===== config.mk =====
export PLATFORM = sky130hd
export DESIGN_NAME = mmio_subrange_router
export DESIGN_NICKNAME = d
export VERILOG_FILES = /design/src/rtl/mmio_subrange_router.sv
export SDC_FILE = /design/constraint.sdc
export NUM_CORES = 1
export LEC_CHECK = 0
export ABC_AREA = 1
export CAP_MARGIN = 20
export CELL_PAD_IN_SITES_DETAIL_PLACEMENT = 1
export CELL_PAD_IN_SITES_GLOBAL_PLACEMENT = 1
export CORE_ASPECT_RATIO = 2
export CORE_MARGIN = 5
export CORE_UTILIZATION = 39
export DETAILED_ROUTE_END_ITERATION = 10
export PLACE_DENSITY = 0.83
export SLEW_MARGIN = 10
export SYNTH_ARGS = -nofsm -noshare
export SYNTH_HDL_FRONTEND = slang
export SYNTH_SLANG_ARGS = --single-unit
export TNS_END_PERCENT = 100

===== constraint.sdc =====
create_clock -name clk -period 2.5 [get_ports clk]
set_clock_uncertainty 0.05 [all_clocks]
set_input_delay 0.375 -clock clk [delete_from_list [all_inputs] [get_ports clk]]
set_output_delay 0.375 -clock clk [all_outputs]
set_load 0.01 [all_outputs]

===== src/rtl/mmio_subrange_router.sv =====
module mmio_subrange_router #(
  parameter int NODE_W = 5,
  parameter int BUS_W  = 6,
  parameter int DATA_W = 32,
  parameter int SEL_W  = 2
) (
  input  logic              clk,
  input  logic              rst_n,
  input  logic              wr_en,
  input  logic [SEL_W-1:0]  wr_sel,
  input  logic [DATA_W-1:0] wr_data,
  input  logic [NODE_W-1:0] node_id,
  input  logic [BUS_W-1:0]  bus_num,
  input  logic              req_valid,
  input  logic [43:0]       req_addr,
  output logic              rt_valid,
  output logic [4:0]        rt_route
);
  localparam int HW = 12;
  localparam int LW = 8;
  localparam int CW = 18;
  localparam logic [CW-1:0] CFG_MIN = CW'('h3F);
  localparam logic [LW-1:0] LO_CAP  = 8'hFD;

  logic [HW-1:0] hi_base, hi_lim;
  logic [LW-1:0] lo_base, lo_lim;
  logic [LW-1:0] sr_bas, sr_lim;
  logic          sr_hi;
  logic [CW-1:0] cfg_base;

  always_ff @(posedge clk) begin
    if (!rst_n) begin
      hi_base  <= '1;
      hi_lim   <= '0;
      lo_base  <= '1;
      lo_lim   <= '0;
      sr_bas   <= '0;
      sr_lim   <= '0;
      sr_hi    <= 1'b0;
      cfg_base <= '0;
    end else if (wr_en) begin
      case (wr_sel)
        2'd0: begin
          hi_base <= wr_data[11:0];
          hi_lim  <= wr_data[27:16];
        end
        2'd1: begin
          lo_base <= wr_data[7:0];
          lo_lim  <= wr_data[15:8];
        end
        2'd2: begin
          sr_bas <= wr_data[7:0];
          sr_lim <= wr_data[15:8];
          sr_hi  <= wr_data[16];
        end
        default: cfg_base <= wr_data[CW-1:0];
      endcase
    end
  end

  logic [HW-1:0] a_hi;
  logic [LW-1:0] a_lo, a_mid, sr_byte;
  logic top_clr, below4g, hi_on, lo_on, in_hi, in_lo;
  logic sr_ok_hi, sr_ok_lo, sr_armed, in_sr, in_cfg, cfg_here;
  logic [4:0] route_n;

  assign a_hi    = req_addr[43:32];
  assign a_mid   = req_addr[39:32];
  assign a_lo    = req_addr[31:24];
  assign top_clr = (req_addr[43:40] == 4'h0);
  assign below4g = (a_hi == '0);

  assign hi_on = (hi_base <= hi_lim);
  assign lo_on = (lo_base <= lo_lim);
  assign in_hi = hi_on && (hi_base <= a_hi) && (a_hi <= hi_lim);
  assign in_lo = lo_on && below4g && (lo_base <= a_lo) && (a_lo <= lo_lim);

  assign sr_ok_hi = hi_on && (hi_base <= {4'h0, sr_bas}) && ({4'h0, sr_lim} <= hi_lim);
  assign sr_ok_lo = lo_on && (lo_base <= sr_bas) && (sr_lim <= lo_lim) && (sr_lim <= LO_CAP);
  assign sr_armed = sr_hi ? (sr_ok_hi && top_clr) : (sr_ok_lo && below4g);
  assign sr_byte  = sr_hi ? a_mid : a_lo;
  assign in_sr    = sr_armed && (sr_bas < sr_byte) && (sr_byte <= sr_lim);

  assign in_cfg   = (cfg_base > CFG_MIN) && (req_addr[43:26] == cfg_base);
  assign cfg_here = (req_addr[20 +: BUS_W] == bus_num) && (req_addr[15 +: NODE_W] == node_id);

  always_comb begin
    if (in_cfg)              route_n = cfg_here ? 5'b00100 : 5'b01000;
    else if (in_sr)          route_n = 5'b00010;
    else if (in_hi || in_lo) route_n = 5'b00001;
    else                     route_n = 5'b10000;
  end

  always_ff @(posedge clk) begin
    if (!rst_n) begin
      rt_valid <= 1'b0;
      rt_route <= '0;
    end else begin
      rt_valid <= req_valid;
      rt_route <= req_valid ? route_n : 5'b00000;
    end
  end
endmodule


==> results.ini <==
[routing]
detailedRoute.firstIterationViolations=276
route.detailed.vias_per_inst=5.422
drtPass1Iterations=4
routedWlPerCell_um=19.18
detail_route.wirelength_um=22250
antenna_violating_nets_post_route=0
post-route-drc-count=0
detailroute.via_count=6289

[cts]
hold_buffers=0
cts_tree=built
postCtsResizedCells=0
cts_buffers=9
htree_levels=3
clkLatencyLatePin_ns=0.34
clk_path_buf_depth=2
post_cts_buffers=0
clock-sinks=81
root_buffer=clkbuf_16
clk_pin_slew_ns=0.06

[final_layout]
multiInputGateArea_sq_mm=0.003791
fillerInstances=2014
final_cells=1160
layout_overhead_on_the_synthesized_area_pct=25.62
postLayoutCellArea_sq_mm=0.007510
net_count_final=1159
post-route-util_pct=49.36
layout.area.seq_sq_mm=0.001622
antenna_cells_inserted=0
layout-drive-gt1-share_pct=5.925

[grt]
grt_first_pass_wirelength_um=35090
track_usage_pct=25.19
grt-ovfl-total=0
grt_antenna_before_repair=0
grt_pass1_vias=6803
grt_max_degree=38

[run_status]
status=completed

[sta]
tns_ns=0
finalHoldViolations=0
worst-slew-pin-transition_ns=0.7104
grt_setup_unrepaired=no
period_minus_slack_ns=2.268
fmaxAchievable_mhz=441.0
slew_headroom_pct=52.59
fin_worst_hold_slack_ns=0.4421
timing.final.crit_share_pct=90.70
timing.final.max_slew_violations=0
final-setup-viol-count=0
finalWorstSetupSlack_ns=0.2324

[yosys]
synthesis.area_sq_mm=0.005978
ys.flop_type=dfxtp_1
yosys_register_bits=81
syn-instance-count=853
async_reset_ff_share_pct=0
synth-warning-count=0
avgSynthCellArea_sq_um=7.008
synth_largest_type_area_fraction_pct=27.12
post_synth_main_area_contributors=dfxtp_1, ha_1, nand2_1
yosysSeqAreaShare_pct=27.12
yosysTopAreaCell=dfxtp_1
synth_nets=1053
synth_edf_count=0
number_of_different_library_cells_in_the_post_synthesis_netlist=28

[floorplanning]
ioPinCount=99
std_cell_rows=64
fp.dieW_um=97.55
coreArea_sq_mm=0.01521
die-area_sq_mm=0.01805
initial_utilization_pct=39.29
dieHeight_um=185.1

[flow_run]
maxCapViolCount=0

[critical_path]
crit_fanout=4
timing.critical_path.slowest_cell_delay_ns=0.60
worstSetupPathType=in -> reg
crit_chain=clkdlybuf4s50_1 -> inv_1 -> ha_1 -> nand2_1 -> nor2_1 -> nand3_1 -> o21ai_0 -> nand2_1 -> o21ai_0 -> nor2_1
timing.reg2reg.setup_slack_ns=0.33
crit_path_start_kind=input port
critical_path_arrival_ns=2.45
worstPathRequired_ns=2.68
worst-path-buf-inv=2
timing.critical_path.to_type=register
critPathTopFamily=buffers and inverters
cp_slowest_cell=clkdlybuf4s50_1

[place]
detailed_placer_s_ending_hpwl_um=18600
globalplace.congestion=0.9307
placed_cell_area_sq_mm=0.007224
port_buffers=79
preCtsSetupSlack_ns=-0.08270
dpl_cells=1146

[pwr]
power.density_mw_per_mm2=488.9
power.ir.vdd_worst_uv=383.2
power.total_mw=3.672
power.leakage_nw=3.498

[min_path]
hold_path_class=reg -> reg

-- area by class of cell --
| type | count | share of cell area [%] |
|---|---|---|
| Multi-Input combinational cell | 622 | 50.48 |
| Timing Repair Buffer | 117 | 14.43 |
| Sequential cell | 81 | 21.59 |
| Clock inverter | 3 | 0.5665 |
| Clock buffer | 11 | 3.232 |
| Inverter | 128 | 6.398 |
| Tap cell | 198 | 3.299 |
-- power breakdown --
| group | internal, mW | switching [mW] | leakage (nW) |
|---|---|---|---|
| clock network | 0.788 | 0.520 | 0.137 |
| registers | 1.36 | 0.0659 | 0.664 |
| logic | 0.415 | 0.527 | 2.70 |
-- layout by cell type, fill, tap and decap left out, types with 2 or more instances in the layout --
master,count
inv_1,126
buf_4,37
nor3_1,9
ha_1,107
xor2_1,9
o211ai_1,3
inv_2,2
nor2_1,50
a21oi_1,96
o21ai_0,83
nand4_1,25
nor3b_1,2
a21o_1,3
or2_2,2
nand2_1,168
clkdlybuf4s50_1,78
o21bai_1,3
o21a_1,5
nor4_1,2
dfxtp_1,81
clkbuf_16,9
nand3_1,42
xnor2_1,7
-- kinds of logic after synthesis --
logic type      count (synthesis)  share of synthesized area, %
flops                          81                         27.12
simple gates                  303                         21.58
fa+ha+maj                     107                         22.39
xor+xnor                       16                         2.344
buf+inv                       150                         9.460
compound gates                196                         17.10
-- registers in the layout, indices dropped and copies added (netlist names) --
signal,cells
hi_base,12
rt_valid,1
lo_base,8
sr_bas,8
cfg_base,18
hi_lim,12
sr_lim,8
sr_hi,1
lo_lim,8
rt_route,5
-- Yosys cell counts (5+ instances only) --
master    count
xnor2_1       7
nor3_1        9
a21oi_1      96
nand3_1      42
nand2_1     168
o21ai_0      83
ha_1        107
nor2_1       50
xor2_1        9
nand4_1      25
o21a_1        5
inv_1       126
dfxtp_1      81
clkbuf_1     20
-- worst reg2reg max path: cells and delay by family (launching register included) --
family	cells	cell delay [ns]
and+or+nand+nor	7	0.77
buffers and inverters	3	0.41
AOI/OAI and AO/OA	2	0.25
adders and majority gates	1	0.29
DFF	1	0.31
-- layer usage --
metal	routed length, um	GRT usage [%]	vias to the layer above
li1	-	-	3054
met1	7509	23.29	2972
met2	12110	48.47	163
met3	620	3.279	100
met4	2003	20.08	0
met5	0	0	-
-- final timing paths --
path / start / end / depth (start not counted)
setup / recovery: req_addr[28] / rt_route[4]$_SDFF_PP0_ / 10
hold / removal: cfg_base[2]$_SDFFE_PN0P_ / cfg_base[2]$_SDFFE_PN0P_ / 2
hold reg to reg: cfg_base[2]$_SDFFE_PN0P_ / cfg_base[2]$_SDFFE_PN0P_ / 2
setup reg to reg: sr_hi$_SDFFE_PN0P_ / rt_route[4]$_SDFF_PP0_ / 13
(Power assumes the default switching activity.)
